[src/rtl/eepw_pkg.sv]
package eepw_pkg;

    typedef enum logic [3:0] {
        ST_IDLE,
        ST_WREN,
        ST_SEP_A,
        ST_CMD,
        ST_ADDR,
        ST_DATA,
        ST_SEP_B,
        ST_POLL_CMD,
        ST_POLL_RD,
        ST_POLL_WAIT,
        ST_NEXT
    } state_e;

    typedef enum logic [1:0] {
        ERR_NONE    = 2'd0,
        ERR_RANGE   = 2'd1,
        ERR_EMPTY   = 2'd2,
        ERR_TIMEOUT = 2'd3
    } err_e;

    localparam logic [7:0] OP_WEN    = 8'h06;
    localparam logic [7:0] OP_WRITE  = 8'h02;
    localparam logic [7:0] OP_STATUS = 8'h05;
    localparam logic [7:0] OP_A8_BIT = 8'h08;
    localparam logic [7:0] DUMMY     = 8'h00;

endpackage

[src/rtl/eepw_req_check.sv]
module eepw_req_check #(
    parameter int OFS_W    = 24,
    parameter int DEV_SIZE = 32768
) (
    input  logic [OFS_W-1:0] offset,
    input  logic [OFS_W-1:0] count,
    output logic             out_of_range,
    output logic             empty,
    output logic [OFS_W:0]   count_eff
);
    localparam int CNT_W = OFS_W + 1;

    logic [CNT_W-1:0] room;

    always_comb begin
        out_of_range = {1'b0, offset} >= CNT_W'(DEV_SIZE);
        room         = out_of_range ? '0 : (CNT_W'(DEV_SIZE) - {1'b0, offset});
        count_eff    = ({1'b0, count} > room) ? room : {1'b0, count};
        empty        = (count_eff == '0);
    end
endmodule

[src/rtl/eepw_seg_calc.sv]
module eepw_seg_calc #(
    parameter int OFS_W      = 24,
    parameter int PAGE_SIZE  = 64,
    parameter int ADDR_BYTES = 2,
    parameter int ADDR9      = 0
) (
    input  logic [OFS_W-1:0]              ofs,
    input  logic [OFS_W:0]                rem,
    input  logic [1:0]                    aidx,
    output logic [$clog2(PAGE_SIZE):0]    seg_len,
    output logic [7:0]                    wr_opcode,
    output logic [7:0]                    addr_byte
);
    import eepw_pkg::*;

    localparam int PG_W  = $clog2(PAGE_SIZE);
    localparam int SEG_W = PG_W + 1;
    localparam int CNT_W = OFS_W + 1;
    localparam int EXT_W = OFS_W + 24;

    logic [SEG_W-1:0] room;
    logic [EXT_W-1:0] ext;
    int               sh;

    always_comb begin
        room    = SEG_W'(PAGE_SIZE) - {1'b0, ofs[PG_W-1:0]};
        seg_len = (CNT_W'(room) > rem) ? SEG_W'(rem) : room;

        wr_opcode = OP_WRITE;
        if (ADDR9 != 0 && ADDR_BYTES == 1 && {1'b0, ofs} >= CNT_W'(256))
            wr_opcode = OP_WRITE | OP_A8_BIT;

        ext = EXT_W'(ofs);
        sh  = ADDR_BYTES - 1 - int'(aidx);
        if (sh < 0) sh = 0;
        addr_byte = ext[8*sh +: 8];
    end
endmodule

[src/rtl/eepw_poll_timer.sv]
module eepw_poll_timer #(
    parameter int LIMIT_CYC = 25,
    parameter int POLL_GAP  = 8
) (
    input  logic clk,
    input  logic rst_n,
    input  logic restart,
    input  logic gap_load,
    output logic expired,
    output logic gap_done
);
    localparam int EL_W  = $clog2(LIMIT_CYC + 2) + 1;
    localparam int GAP_W = $clog2(POLL_GAP + 1) + 1;

    logic [EL_W-1:0]  elapsed_d, elapsed_q;
    logic [GAP_W-1:0] gap_d, gap_q;

    always_comb begin
        elapsed_d = elapsed_q;
        if (restart)
            elapsed_d = '0;
        else if (elapsed_q <= EL_W'(LIMIT_CYC))
            elapsed_d = elapsed_q + 1'b1;

        gap_d = gap_q;
        if (gap_load)
            gap_d = GAP_W'(POLL_GAP);
        else if (gap_q != '0)
            gap_d = gap_q - 1'b1;

        expired  = elapsed_q > EL_W'(LIMIT_CYC);
        gap_done = gap_q <= GAP_W'(1);
    end

    always_ff @(posedge clk) begin
        if (!rst_n) begin
            elapsed_q <= '0;
            gap_q     <= '0;
        end else begin
            elapsed_q <= elapsed_d;
            gap_q     <= gap_d;
        end
    end
endmodule

[src/rtl/eeprom_page_writer.sv]
module eeprom_page_writer #(
    parameter int OFS_W      = 24,
    parameter int DEV_SIZE   = 32768,
    parameter int PAGE_SIZE  = 64,
    parameter int ADDR_BYTES = 2,
    parameter int ADDR9      = 0,
    parameter int CLK_HZ     = 200_000_000,
    parameter int TIMEOUT_MS = 25,
    parameter int MIN_POLLS  = 3,
    parameter int POLL_GAP   = 8
) (
    input  logic             clk,
    input  logic             rst_n,
    input  logic             req_valid,
    output logic             req_ready,
    input  logic [OFS_W-1:0] req_offset,
    input  logic [OFS_W-1:0] req_count,
    input  logic [7:0]       wr_data,
    input  logic             wr_valid,
    output logic             wr_ready,
    output logic             spi_sel,
    output logic             spi_req,
    output logic [7:0]       spi_tx,
    input  logic             spi_ack,
    input  logic [7:0]       spi_rx,
    output logic             busy,
    output logic             done,
    output logic             err,
    output logic [1:0]       err_code
);
    import eepw_pkg::*;

    localparam int CNT_W     = OFS_W + 1;
    localparam int SEG_W     = $clog2(PAGE_SIZE) + 1;
    localparam int TRY_W     = $clog2(MIN_POLLS + 1) + 1;
    localparam int LIMIT_CYC = int'((longint'(CLK_HZ) * longint'(TIMEOUT_MS)) / 64'd1000);

    typedef struct packed {
        state_e           st;
        logic [OFS_W-1:0] ofs;
        logic [CNT_W-1:0] rem;
        logic [SEG_W-1:0] seg_left;
        logic [1:0]       aidx;
        logic [TRY_W-1:0] tries;
        err_e             code;
        logic             done;
        logic             err;
    } regs_t;

    regs_t r_d, r_q;

    logic             bad_range, bad_empty;
    logic [CNT_W-1:0] cnt_eff;
    logic [SEG_W-1:0] seg_len;
    logic [7:0]       wr_opcode, addr_byte;
    logic             tmr_restart, gap_load, expired, gap_done;
    logic [TRY_W-1:0] tries_inc;
    logic             unused_rx;

    assign unused_rx = ^spi_rx[7:1];

    eepw_req_check #(.OFS_W(OFS_W), .DEV_SIZE(DEV_SIZE)) u_req_check (
        .offset       (req_offset),
        .count        (req_count),
        .out_of_range (bad_range),
        .empty        (bad_empty),
        .count_eff    (cnt_eff)
    );

    eepw_seg_calc #(
        .OFS_W(OFS_W), .PAGE_SIZE(PAGE_SIZE),
        .ADDR_BYTES(ADDR_BYTES), .ADDR9(ADDR9)
    ) u_seg_calc (
        .ofs       (r_q.ofs),
        .rem       (r_q.rem),
        .aidx      (r_q.aidx),
        .seg_len   (seg_len),
        .wr_opcode (wr_opcode),
        .addr_byte (addr_byte)
    );

    eepw_poll_timer #(.LIMIT_CYC(LIMIT_CYC), .POLL_GAP(POLL_GAP)) u_poll_timer (
        .clk      (clk),
        .rst_n    (rst_n),
        .restart  (tmr_restart),
        .gap_load (gap_load),
        .expired  (expired),
        .gap_done (gap_done)
    );

    always_comb begin
        r_d         = r_q;
        r_d.done    = 1'b0;
        r_d.err     = 1'b0;
        req_ready   = 1'b0;
        wr_ready    = 1'b0;
        spi_sel     = 1'b0;
        spi_req     = 1'b0;
        spi_tx      = DUMMY;
        tmr_restart = 1'b0;
        gap_load    = 1'b0;
        tries_inc   = (r_q.tries == '1) ? r_q.tries : r_q.tries + 1'b1;

        unique case (r_q.st)
            ST_IDLE: begin
                req_ready = 1'b1;
                if (req_valid) begin
                    if (bad_range) begin
                        r_d.err  = 1'b1;
                        r_d.code = ERR_RANGE;
                    end else if (bad_empty) begin
                        r_d.err  = 1'b1;
                        r_d.code = ERR_EMPTY;
                    end else begin
                        r_d.code = ERR_NONE;
                        r_d.ofs  = req_offset;
                        r_d.rem  = cnt_eff;
                        r_d.st   = ST_WREN;
                    end
                end
            end
            ST_WREN: begin
                spi_sel = 1'b1;
                spi_req = 1'b1;
                spi_tx  = OP_WEN;
                if (spi_ack) r_d.st = ST_SEP_A;
            end
            ST_SEP_A: r_d.st = ST_CMD;
            ST_CMD: begin
                spi_sel = 1'b1;
                spi_req = 1'b1;
                spi_tx  = wr_opcode;
                if (spi_ack) begin
                    r_d.seg_left = seg_len;
                    r_d.aidx     = '0;
                    r_d.st       = ST_ADDR;
                end
            end
            ST_ADDR: begin
                spi_sel = 1'b1;
                spi_req = 1'b1;
                spi_tx  = addr_byte;
                if (spi_ack) begin
                    if (int'(r_q.aidx) == ADDR_BYTES - 1) r_d.st = ST_DATA;
                    else                                   r_d.aidx = r_q.aidx + 1'b1;
                end
            end
            ST_DATA: begin
                spi_sel  = 1'b1;
                spi_req  = wr_valid;
                spi_tx   = wr_data;
                wr_ready = spi_ack;
                if (spi_ack) begin
                    r_d.ofs      = r_q.ofs + 1'b1;
                    r_d.rem      = r_q.rem - 1'b1;
                    r_d.seg_left = r_q.seg_left - 1'b1;
                    if (r_q.seg_left == SEG_W'(1)) r_d.st = ST_SEP_B;
                end
            end
            ST_SEP_B: begin
                tmr_restart = 1'b1;
                r_d.tries   = '0;
                r_d.st      = ST_POLL_CMD;
            end
            ST_POLL_CMD: begin
                spi_sel = 1'b1;
                spi_req = 1'b1;
                spi_tx  = OP_STATUS;
                if (spi_ack) r_d.st = ST_POLL_RD;
            end
            ST_POLL_RD: begin
                spi_sel = 1'b1;
                spi_req = 1'b1;
                spi_tx  = DUMMY;
                if (spi_ack) begin
                    if (!spi_rx[0]) begin
                        r_d.st = ST_NEXT;
                    end else begin
                        r_d.tries = tries_inc;
                        if (tries_inc < TRY_W'(MIN_POLLS) || !expired) begin
                            gap_load = 1'b1;
                            r_d.st   = ST_POLL_WAIT;
                        end else begin
                            r_d.err  = 1'b1;
                            r_d.code = ERR_TIMEOUT;
                            r_d.st   = ST_IDLE;
                        end
                    end
                end
            end
            ST_POLL_WAIT: if (gap_done) r_d.st = ST_POLL_CMD;
            ST_NEXT: begin
                if (r_q.rem == '0) begin
                    r_d.done = 1'b1;
                    r_d.st   = ST_IDLE;
                end else begin
                    r_d.st = ST_WREN;
                end
            end
            default: r_d.st = ST_IDLE;
        endcase
    end

    always_ff @(posedge clk) begin
        if (!rst_n) begin
            r_q <= '{st: ST_IDLE, code: ERR_NONE, default: '0};
        end else begin
            r_q <= r_d;
        end
    end

    assign busy     = (r_q.st != ST_IDLE);
    assign done     = r_q.done;
    assign err      = r_q.err;
    assign err_code = r_q.code;

endmodule


[config.mk]
export PLATFORM = sky130hd
export DESIGN_NAME = eeprom_page_writer
export DESIGN_NICKNAME = d
export VERILOG_FILES = /design/src/rtl/eepw_pkg.sv /design/src/rtl/eepw_req_check.sv /design/src/rtl/eepw_seg_calc.sv /design/src/rtl/eepw_poll_timer.sv /design/src/rtl/eeprom_page_writer.sv
export SDC_FILE = /design/constraint.sdc
export NUM_CORES = 1
export LEC_CHECK = 0
export BUFFER_PORTS_ARGS = -buffer_cell sky130_fd_sc_hd__buf_2
export CORE_UTILIZATION = 45
export DETAILED_ROUTE_END_ITERATION = 6
export SETUP_SLACK_MARGIN = 0.15
export SLEW_MARGIN = 20
export SYNTH_ARGS = -nofsm -noshare
export SYNTH_HDL_FRONTEND = slang
export SYNTH_SLANG_ARGS = --single-unit
[constraint.sdc]
create_clock -name clk -period 6.7 [get_ports clk]
set_input_delay 1.34 -clock clk [delete_from_list [all_inputs] [get_ports clk]]
set_output_delay 1.34 -clock clk [all_outputs]
set_load 0.03 [all_outputs]
==> Yosys cells after proc, flatten, opt, wreduce, memory -nomap -nowiden <==
Cells that the tools add are included.
{ "totals": {"reg_bits": 98, "inputBits": 69, "out_inout_bits": 17, "word_cells": 139} }
{ "classes": {"n_addsub": 10, "n_lt_le_gt_ge": 8, "eq_ne": 28, "shift": 1, "n_mux": 55, "n_bitwise": 1, "n_reduce_logical": 24} }
{ "op_table": {"columns": ["cell", "count"], "rows": [
  ["2-to-1 mux 53 bit", 3],
  ["case mux 49 bit (2 select lines)", 1],
  ["2-to-1 mux 60 bit", 1],
  ["logical NOT 25 bit", 2],
  ["2-to-1 mux 25 bit", 2],
  ["adder 24 x 1 -> 24 bit, second input constant", 2],
  ["2-to-1 mux 4 bit", 12],
  ["variable part select 48 x 32 -> 8 bit", 1],
  ["case mux 4 bit (11 select lines)", 1],
  ["case mux 8 bit (5 select lines)", 1],
  ["inequality test 2 bit, second input constant", 15],
  ["2-to-1 mux 29 bit", 1],
  ["greater-than comparator 24 x 25 -> 1 bit", 1],
  ["greater-than comparator 7 x 25 -> 1 bit", 1],
  ["subtractor 16 x 24 -> 25 bit, first input constant", 1],
  ["subtractor 25 x 1 -> 25 bit, second input constant", 1],
  [">= comparator 24 x 16 -> 1 bit, second input constant", 1],
  ["greater-than comparator 24 x 23 -> 1 bit, second input constant", 1],
  ["less-or-equal comparator 24 x 23 -> 1 bit, second input constant", 1],
  ["== test 4 x 3 -> 1 bit, second input constant", 4],
  ["2-to-1 mux 1 bit", 16],
  ["case mux 7 bit (2 select lines)", 1],
  ["== test 4 bit, second input constant", 3],
  ["2-to-1 mux 2 bit", 6],
  ["other kinds (36)", 48]
]} }

==> Depth between registers and ports, before layout <==
Gate-level depths: netlist of run 1.
{ "depth": {"word_depth": 9, "depth_mapped": 19} }

==> Cells and area by module <==
From an unflattened synthesis of run 1, not the netlist that was laid out.
{ "hier_totals": {"hier_cells": 1115, "hier_area_um2": 8121.5} }
{ "by_module_without_submodules": {"columns": ["mod", "n_inst", "cells_per_inst", "area_per_inst_um2", "seq_area_each_um2"], "rows": [
  ["eeprom_page_writer", 1, 651, 4583.1, 1381.3],
  ["eepw_poll_timer", 1, 186, 1562.7, 580.6],
  ["eepw_req_check", 1, 206, 1428.9, 0.0],
  ["eepw_seg_calc", 1, 72, 546.8, 0.0]
]} }

==> Worst setup path before layout of run 1 <==
No wires, ideal clock.
{ "synth_path": {"path_type": "input -> register", "startpoint": "input port req_offset[3]", "endpoint": "register r_q[22] in the netlist's numbering", "setup_ps": 136, "t_arrival_ps": 5156, "required_ps": 6564, "setup_slack_ps": 1408, "cell_stages": 15, "path_buffers": 3, "path_cell_list": "buf_2 > or4_1 > buf_2 > or3_4 > or4b_2 > ha_1 > nand2_1 > o21a_1 > a32oi_1 > and3_4 > nand2_4 > or4_4 > buf_6 > nand3_1 > o22ai_1"} }
{ "synth_between": {"elab_chain_cells": 8} }
{ "synth_rtl": {"columns": ["item", "line_no", "rtl"], "rows": [
  ["start: declaration", "eeprom_page_writer.sv:16", "input logic [OFS_W-1:0] req_offset,"],
  ["branches (longest 8 deep; another with subtractor 16 x 24 -> 25 bit)", null, null],
  ["end signal: assignment", "eeprom_page_writer.sv:208", "r_q <= r_d;"],
  ["end: declaration", "eeprom_page_writer.sv:50", "regs_t r_d, r_q;"]
]} }
Several ways; the timed one is not identified. The select of a mux whose other input is x is not followed.
A chain may end at the register's enable or synchronous reset.

==> Worst setup path after layout of run 1 <==
{ "layout_path": {"startpoint": "input port req_offset[12]", "endpoint": "register r_q[32] in the netlist's numbering"} }
Same word-level chain as after synthesis.

==> flow_summary.toml, run 1 <==
[outcome]
outcome = "finished, final reports clean"

[pwr]
peakVddDrop_mv = 0.1351
leakage_nw = 3.233
power.internal_mw = 1.166
combinationalPowerShare_pct = 44.2
pwr-share-clk_pct = 25.1
switchingPower_mw = 0.9506
power_frac_seq_pct = 30.7
power_density_mw_per_mm2 = 256.0
switching_share_pct = 44.90

[synth]
synth.largest_area_cell = "dfxtp_1"
synthTopCellsByCount = "103 x nor2_1, 90 x dfxtp_1, 89 x nand2_1"
synth_area_leaders = "dfxtp_1 24%, ha_1 7.4%, nor2_1 5.2%, a21oi_1 4.6%, nand2_1 4.5%"
synthArstFlopShare_pct = 0
synth_top_area_share_pct = 24.25
post-synth-top-count-cell = "nor2_1"
synth_cell_types = 88
syn_inst = 1000
ys_seq_area_share_pct = 24.25
synth_seq_cells = 90
synth_edf_count = 0
syn_area_sq_mm = 0.007430
avgSynthCellArea_sq_um = 7.430
synth_warnings = 0
yosys_most_used_dff = "dfxtp_1"

[die]
die_x_um = 130.5
die_h_um = 130.5
core_area_sq_mm = 0.01600
rows = 46
io_pins = 86
die_area_sq_mm = 0.01703
start_util_pct = 46.43

[critical_path]
worst-endpoint-required_ns = 6.93
critical_path_depth = 15
rr_worst_depth = 13
cp-start-kind = "input pin"
slowest_delay_ns = 0.63
slowest_stage = "or4_1"
path_buf_inv = 1
critPathMaxFanout = 8
rrSetupSlack_ns = 3.13
cpLargestDelayFamily = "simple AND/OR/NAND/NOR gates"
cp.arrival_ns = 5.92
critPathKind = "input pin to flop"
cp-end-kind = "flop"
crit_chain = "buf_2, or4_1, nand4b_1, o22ai_2, nand2_1, or3_1, ha_1, nand4_1, nor4_1, a32oi_1, nand3_2, o21ai_1, o31ai_2, o21ai_0, o22ai_1"

[global_routing]
grtUsageTotal_pct = 27.78
grt_overflow = 0
grt_start_max_net_pins = 65
antenna_found_initial = 0
grt_pass1_wl_um = 36630
grt_pass1_vias = 6726

[sta]
drv_slew = 0
hold_violations = 0
period_needed_ns = 5.688
finalSetupViolCount = 0
worst_slew_pin_slew_ns = 0.7651
fmax_mhz = 175.8
setup_tns_ns = 0
finalCritPeriodShare_pct = 84.90
relSlewSlack_pct = 48.60
finClkSkew_ns = 0.01258
rsz0062_at_grt = "false"

[placed_design]
dp_cells = 1256
dpl.hpwl_um = 17270
gp_congestion = 0.9149
io_buffers = 78

[cells_and_area]
post-route-util_pct = 51.69
diodes = 0
syn2layout_area_growth_pct = 11.32
layout.cells.non_filler = 1272
drive_above_1_share_pct = 14.20
finish.net_count = 1164

[clock_tree]
path_clk_slew_ns = 0.08
cts_setup_buffers = 0
cts_max_level = 3
ctsResizeCount = 0
cts_hold_buf = 0
cts_sinks = 90
cts_tree = "yes"
cts_made_buffers = 9
insertion_delay_ns = 0.36
clockBufferDepth = 2
root_buffer = "clkbuf_16"

[routing]
ant_nets = 0
drc = 0
wl_um = 23310
drt-initial-drc-count = 686
wl_per_cell_um = 18.32
firstDrtPassIters = 5
via_per_inst = 6.051
vias = 7697

[min_path]
min_path_cells = 2
hp-class = "flop to flop"

[run]
max_cap_violations = 0
[power groups by stage]
stage	Clock, mW	Sequential (mW)	Combinational (mW)
6_report	0.531	0.650	0.936
5_1_grt	0.554	0.659	1.03
4_1_cts	0.536	0.647	0.926
3_5_place_dp	0	0.659	0.921
3_3_place_gp	0	0.660	0.919
2_1_floorplan	0	0.620	0.712
[worst paths after layout]
kind | start | end
worst max-delay path | req_offset[12] | r_q[32]$_SDFFE_PN0P_
worst max register to register | r_q[41]$_SDFFE_PN0P_ | r_q[10]$_SDFFE_PN0P_
worst min-delay path | u_poll_timer.elapsed_q[23]$_SDFFE_PP0P_ | u_poll_timer.elapsed_q[23]$_SDFFE_PP0P_
worst min register to register | u_poll_timer.elapsed_q[23]$_SDFFE_PP0P_ | u_poll_timer.elapsed_q[23]$_SDFFE_PP0P_
[state kept, by name, indices dropped and copies added (netlist names)]
signal	flops
err	1
done	1
u_poll_timer.gap_q	5
err_code	2
u_poll_timer.elapsed_q	24
r_q	57
[layout make-up]
class                      instances  area [sq um]
multi-input combinational        816          5207
inverter                          35         131.4
timing repair buffer              99         548.0
fill                            1661          7730
tap                              216         270.3
sequential                        90          1802
clock inverter                     7         86.33
clock buffer                       9         225.2
[through the flow]
stage	worst slack [ns]	hold slack, ns	power, mW	area, sq um
2_1_floorplan	1.408	0.4214	1.332	7441
3_3_place_gp	0.6951	0.4429	1.579	7951
3_5_place_dp	0.6542	0.4443	1.580	7951
4_1_cts	1.035	0.4556	2.108	8263
5_1_grt	0.7163	0.5025	2.242	8270
6_report	1.012	0.4558	2.117	8270
[logic make-up (layout without fill, tap and decap cells)]
kind of cell,count (synthesis),count (layout),synth area share (%)
AO/OA/AOI/OAI,299,299,27.38
XOR/XNOR,30,30,3.537
adder cells (fa/ha/maj),44,44,7.410
buffers and inverters,97,150,6.029
flip-flops,90,90,24.25
multiplexers,17,17,2.307
other,1,4,0.05047
AND/OR/NAND/NOR,422,422,29.03
[cells in the final DEF, fill, tap and decap left out, types with 12 or more instances in the layout]
| master | count |
|---|---|
| xnor2_1 | 15 |
| nand4_1 | 14 |
| buf_2 | 78 |
| nor2_1 | 103 |
| nand3_1 | 37 |
| mux2i_1 | 16 |
| a21oi_1 | 68 |
| nor4_1 | 27 |
| nor3_1 | 49 |
| o21ai_0 | 66 |
| inv_1 | 35 |
| dfxtp_1 | 90 |
| nand2_1 | 89 |
| o31ai_1 | 13 |
| xor2_1 | 15 |
| o21a_1 | 14 |
| or3_1 | 21 |
| ha_1 | 44 |
| buf_4 | 21 |
| a211oi_1 | 12 |
| a31oi_1 | 19 |
[layer usage]
layer / track usage (%) / vias up / wire length, um
li1: - / 3839 / -
met1: 41.26 / 3571 / 11460
met2: 40.80 / 256 / 9978
met3: 4.520 / 31 / 1437
met4: 7.978 / 0 / 434
met5: 0 / - / 0
[tightest hold or removal path, stage by stage, from the launching register on]
cell and delay [ns]:
dfxtp_1 0.33, inv_1 0.05, nor2_1 0.04
Power figures use the tool's default switching activity.
==> inputs of run 2 (changes only) <==
==> constraint.sdc (replaced) <==
create_clock -name clk -period 5.6 [get_ports clk]
set_input_delay 1.12 -clock clk [delete_from_list [all_inputs] [get_ports clk]]
set_output_delay 1.12 -clock clk [all_outputs]
set_load 0.03 [all_outputs]
==> run 2 against run 1 <==
  * Worst setup slack worse by 0.43 ns
  * Utilization increased by 1.4 points
  * Sequential share of layout area shrank 0.58 points
  * Total power rose by 20%
  * Critical path type unchanged
  * Critical endpoint is now r_q[35]$_SDFFE_PN0P_
  * Largest power group unchanged
==> flow_summary.toml, run 2 (synthesis gave the netlist of run 1 again) <==
[cells_and_area]
post-route-util_pct = 53.10
finish.net_count = 1195
final_cell_mix = "103 x nor2_1, 90 x dfxtp_1, 89 x nand2_1"
syn2layout_area_growth_pct = 14.37
top_register = "r_q"
diodes = 0
layout_commonest_cell = "nor2_1"
design_area_sq_mm = 0.008497
largest_reg_flops = 57
drive_above_1_share_pct = 16.65
top_regs = "r_q x57, u_poll_timer.elapsed_q x24, u_poll_timer.gap_q x5"

[die]
die_area_sq_mm = 0.01703
die_x_um = 130.5
io_pins = 86
die_h_um = 130.5
core_area_sq_mm = 0.01600
start_util_pct = 46.43
rows = 46

[sta]
finalCritPeriodShare_pct = 89.64
hold_violations = 0
drv_slew = 0
whs_ns = 0.4532
rsz0062_at_grt = "false"
finalSetupViolCount = 0
relSlewSlack_pct = 44.96
period_needed_ns = 5.020
worst_slew_pin_slew_ns = 0.8247
fmax_mhz = 199.2
finClkSkew_ns = 0.009913

[clock_tree]
cts_made_buffers = 9
cts_sinks = 90
insertion_delay_ns = 0.36
path_clk_slew_ns = 0.08
cts_setup_buffers = 0
clockBufferDepth = 2
root_buffer = "clkbuf_16"
ctsResizeCount = 0
cts_max_level = 3
cts_tree = "yes"
cts_hold_buf = 0

[pwr]
leakage_nw = 3.379
peakVddDrop_mv = 0.2011
power_density_mw_per_mm2 = 299.5
power.internal_mw = 1.413
power_frac_seq_pct = 30.5
switchingPower_mw = 1.132
combinationalPowerShare_pct = 44.7
p_total_mw = 2.545
pwr-share-clk_pct = 24.9
switching_share_pct = 44.49

[critical_path]
cp-end-kind = "flop"
critPathMaxFanout = 8
worst-endpoint-required_ns = 5.83
cp.arrival_ns = 5.25
rrSetupSlack_ns = 2.07
cp-start-kind = "input pin"
critPathKind = "input pin to flop"

[global_routing]
grt_overflow = 0
grt_pass1_wl_um = 36570
antenna_found_initial = 0
grtUsageTotal_pct = 27.68
grt_start_max_net_pins = 65
grt_pass1_vias = 6989

[routing]
drc = 0
wl_per_cell_um = 17.82
via_per_inst = 6.076
vias = 7917
ant_nets = 0
firstDrtPassIters = 5
wl_um = 23220
drt-initial-drc-count = 552

[run]
max_cap_violations = 0

[min_path]
hp-class = "flop to flop"

[outcome]
outcome = "finished, final reports clean"

[placed_design]
dpl_cell_area_sq_mm = 0.008193
io_buffers = 78
gp_congestion = 0.9169
dpl.hpwl_um = 17440
[run 2: cell count changes in the layout (fill, tap and decap cells not counted), sizes merged]
cell / previous run / this run
buf: 99 / 130
clkinv: 6 / 3
inv: 36 / 39
[run 2: path summary, 6_finish.rpt]
path                                                              start                                 endpoint  cells after the start
worst max-delay path                                      req_offset[6]                     r_q[35]$_SDFFE_PN0P_                     14
worst min-delay path            u_poll_timer.elapsed_q[23]$_SDFFE_PP0P_  u_poll_timer.elapsed_q[23]$_SDFFE_PP0P_                      2
worst max register to register                     r_q[41]$_SDFFE_PN0P_                     r_q[12]$_SDFFE_PN0P_                     13
worst min register to register  u_poll_timer.elapsed_q[23]$_SDFFE_PP0P_  u_poll_timer.elapsed_q[23]$_SDFFE_PP0P_                      2
[run 2: per-stage QoR]
stage / TNS, ns / instances / setup slack (ns)
finish: 0 / 1303 / 0.5804
global route: 0 / 1303 / 0.3424
CTS: 0 / 1303 / 0.5864
detailed placement: 0 / 1287 / 0.2086
global placement: -0.04977 / 1287 / -0.04977
floorplan: 0 / 1003 / 0.5279
[run 2: layout make-up]
| cell class | instances | area, sq um |
|---|---|---|
| Fill cell | 1678 | 7503 |
| Sequential cell | 90 | 1802 |
| Multi-Input combinational cell | 816 | 5209 |
| Tap cell | 216 | 270.3 |
| Clock buffer | 9 | 225.2 |
| Clock inverter | 7 | 78.83 |
| Inverter | 35 | 131.4 |
| Timing Repair Buffer | 130 | 780.7 |
[run 2: worst max-delay path: stages]
cell     delay (ns)
buf_2          0.11
or4_4          0.53
or3_4          0.43
or4b_2         0.68
ha_1           0.33
nand2_1        0.06
o21a_1         0.20
a32oi_1        0.28
and3_4         0.28
nand2_4        0.07
buf_4          0.18
or4_4          0.56
nand3_1        0.30
o22ai_1        0.14
[run 2: layer usage]
metal	vias to the layer above	global-route usage [%]	part of all wire, %
met3	39	4.357	6.2
met2	250	42.51	43
met4	0	8.181	2.3
met5	-	0	0
li1	3909	-	-
met1	3719	39.66	48
[run 2: power groups by stage]
stage | Combinational (mW) | Clock [mW] | Sequential [mW]
floorplan | 0.852 | 0 | 0.741
global placement | 1.11 | 0 | 0.788
detailed placement | 1.12 | 0 | 0.787
CTS | 1.13 | 0.636 | 0.773
global route | 1.24 | 0.663 | 0.786
finish | 1.14 | 0.633 | 0.776
==> inputs of run 3 (changes only) <==
--- a/config.mk
+++ b/config.mk
@@ -5,6 +5,7 @@
 export SDC_FILE = /design/constraint.sdc
 export NUM_CORES = 1
 export LEC_CHECK = 0
+export ABC_AREA = 1
 export BUFFER_PORTS_ARGS = -buffer_cell sky130_fd_sc_hd__buf_2
 export CORE_UTILIZATION = 45
 export DETAILED_ROUTE_END_ITERATION = 6
==> run 3 against run 2 <==
  * Register-to-register slack better by 0.23 ns
  * Flip-flop and latch count did not move
  * Wire length decreased by 3.4%
  * Total power increased by 34%
  * First-iteration DRC count grew 14%
  * Worst setup slack improved by 0.019 ns
  * Area after synthesis is 4.4% higher
  * Critical endpoint is now r_q[25]$_SDFFE_PN0P_
  * Largest cell class unchanged
  * Sequential share of layout area shrank 0.26 points
  * Worst hold slack got worse by 0.0024 ns
  * Critical path type unchanged
  * Utilization fell by 1.6 points
==> flow_summary.toml, run 3 <==
[placed_design]
io_buffers = 78
dpl_cell_area_sq_mm = 0.008259
gp_congestion = 0.9047
dpl.hpwl_um = 17050

[routing]
via_per_inst = 5.307
drc = 0
wl_um = 22420
vias = 8231
firstDrtPassIters = 5
ant_nets = 0
drt-initial-drc-count = 629
wl_per_cell_um = 14.45

[run]
max_cap_violations = 0

[die]
core_area_sq_mm = 0.01670
start_util_pct = 46.43
io_pins = 86
rows = 47
die_x_um = 133.3
die_h_um = 133.3
die_area_sq_mm = 0.01776

[pwr]
combinationalPowerShare_pct = 53.9
power.internal_mw = 1.790
switching_share_pct = 47.57
leakage_nw = 3.898
peakVddDrop_mv = 0.2396
power_density_mw_per_mm2 = 397.0
switchingPower_mw = 1.625
power_frac_seq_pct = 26.3
pwr-share-clk_pct = 19.8

[clock_tree]
cts_tree = "yes"
root_buffer = "clkbuf_16"
cts_hold_buf = 0
cts_made_buffers = 9
cts_sinks = 90
clockBufferDepth = 2
cts_setup_buffers = 0
insertion_delay_ns = 0.35
path_clk_slew_ns = 0.06
cts_max_level = 3

[sta]
hold_violations = 0
finClkSkew_ns = 0.01162
drv_slew = 0
relSlewSlack_pct = 41.56
setup_tns_ns = 0
period_needed_ns = 5.001
whs_ns = 0.4508
worst_slew_pin_slew_ns = 0.8746
finalCritPeriodShare_pct = 89.30
rsz0062_at_grt = "false"
fmax_mhz = 200.0
finalSetupViolCount = 0

[outcome]
outcome = "finished, final reports clean"

[synth]
synth_warnings = 0
synth_top_area_share_pct = 23.23
avgSynthCellArea_sq_um = 6.082
synth_seq_cells = 90
synthArstFlopShare_pct = 0
synth.largest_area_cell = "dfxtp_1"
synth_edf_count = 0
synth_cell_types = 50
syn_area_sq_mm = 0.007755
yosys_most_used_dff = "dfxtp_1"
synthTopCellsByCount = "305 x nand2_1, 183 x nor2_1, 131 x inv_1"
syn_inst = 1275
post-synth-top-count-cell = "nand2_1"
synth_area_leaders = "dfxtp_1 23%, nand2_1 15%, nor2_1 8.9%, ha_1 7.1%, a21oi_1 6.6%"
ys_seq_area_share_pct = 23.23

[cells_and_area]
drive_above_1_share_pct = 9.850
largest_reg_flops = 57
post-route-util_pct = 51.51
fillers = 1817
finish.net_count = 1438
top_regs = "r_q x57, u_poll_timer.elapsed_q x24, u_poll_timer.gap_q x5"
final_cell_mix = "305 x nand2_1, 182 x nor2_1, 131 x inv_1"
syn2layout_area_growth_pct = 10.92
top_register = "r_q"
design_area_sq_mm = 0.008602
layout_commonest_cell = "nand2_1"

[critical_path]
slowest_delay_ns = 0.34
critPathMaxFanout = 22
crit_top_cell = "nand2_1"
cp-end-kind = "flop"
crit_start = "req_offset[0]"
cp-start-kind = "input pin"
r2r-start = "u_poll_timer.elapsed_q[11]$_SDFFE_PP0P_"
worst-endpoint-required_ns = 5.84
cp.arrival_ns = 5.24
critPathKind = "input pin to flop"
slowest_stage = "nor3_1"

[min_path]
hp-class = "flop to flop"
min_from = "u_poll_timer.elapsed_q[23]$_SDFFE_PP0P_"

[global_routing]
grtUsageTotal_pct = 25.76
grt_overflow = 0
grt_pass1_wl_um = 37230
grt_start_max_net_pins = 60
antenna_found_initial = 1
grt_pass1_vias = 7466
-- run 3: what timing repair did --
| item | 4_1_cts | 5_1_grt |
|---|---|---|
| endpoints found under the hold margin | 0 | 0 |
| gates resized for setup | 0 | 4 |
| setup endpoints to repair | 0 | 41 |
-- run 3: routing by layer --
metal | share of wire, % | track usage [%] | vias to the layer above
li1 | - | - | 4292
met1 | 49 | 36.16 | 3694
met2 | 44 | 41.09 | 226
met3 | 5.1 | 3.577 | 19
met4 | 1.6 | 6.944 | 0
met5 | 0 | 0 | -
-- run 3: cell families (layout without fill, tap and decap cells) --
kind of cell	Yosys count	count (layout)	synth area share, %
other cells	1	5	0.04836
buf+inv	187	239	10.04
compound gates	210	210	14.94
fa+ha+maj	44	44	7.099
xor+xnor	47	47	5.308
flops	90	90	23.23
simple gates	693	693	38.95
mux	3	3	0.3872
-- run 3: layout make-up --
| cell class | count | area (sq um) | share of cell area [%] |
|---|---|---|---|
| antenna | 1 | 2.502 | 0.02909 |
| clock buffer | 10 | 229.0 | 2.662 |
| clock inverter | 6 | 96.34 | 1.120 |
| inverter | 137 | 516.7 | 6.007 |
| multi-input combinational | 1001 | 5218 | 60.65 |
| sequential | 90 | 1802 | 20.95 |
| tap | 220 | 275.3 | 3.200 |
| timing repair buffer | 86 | 462.9 | 5.382 |
-- run 3: worst paths after layout --
path / slack [ns] / cells past startpoint / to
worst max register to register: 2.30 / 12 / u_poll_timer.gap_q[1]$_SDFFE_PP0P_
worst min register to register: 0.45 / 2 / u_poll_timer.elapsed_q[23]$_SDFFE_PP0P_
worst max-delay path: 0.60 / 34 / r_q[25]$_SDFFE_PN0P_
worst min-delay path: 0.45 / 2 / u_poll_timer.elapsed_q[23]$_SDFFE_PP0P_
-- run 3: power groups by stage --
stage / Combinational, mW / Sequential, mW / Clock [mW]
2_1_floorplan: 1.45 / 0.876 / 0
6_report: 1.84 / 0.898 / 0.678
3_5_place_dp: 1.82 / 0.909 / 0
4_1_cts: 1.83 / 0.895 / 0.696
3_3_place_gp: 1.80 / 0.910 / 0
5_1_grt: 2.11 / 0.918 / 0.723
-- run 3: worst max-delay path, delay by kind of cell --
family | cells | cell delay (ns)
buf+inv | 5 | 0.62
fa+ha+maj | 2 | 0.53
simple gates | 27 | 2.92
-- run 3: stage by stage --
| step | setup WS (ns) | total power, mW | cells |
|---|---|---|---|
| finish | 0.5991 | 3.415 | 1551 |
| global route | 0.1916 | 3.746 | 1550 |
| CTS | 0.4408 | 3.424 | 1550 |
| detailed placement | 0.06850 | 2.732 | 1534 |
| global placement | 0.1278 | 2.710 | 1534 |
| floorplan | 1.171 | 2.323 | 1278 |
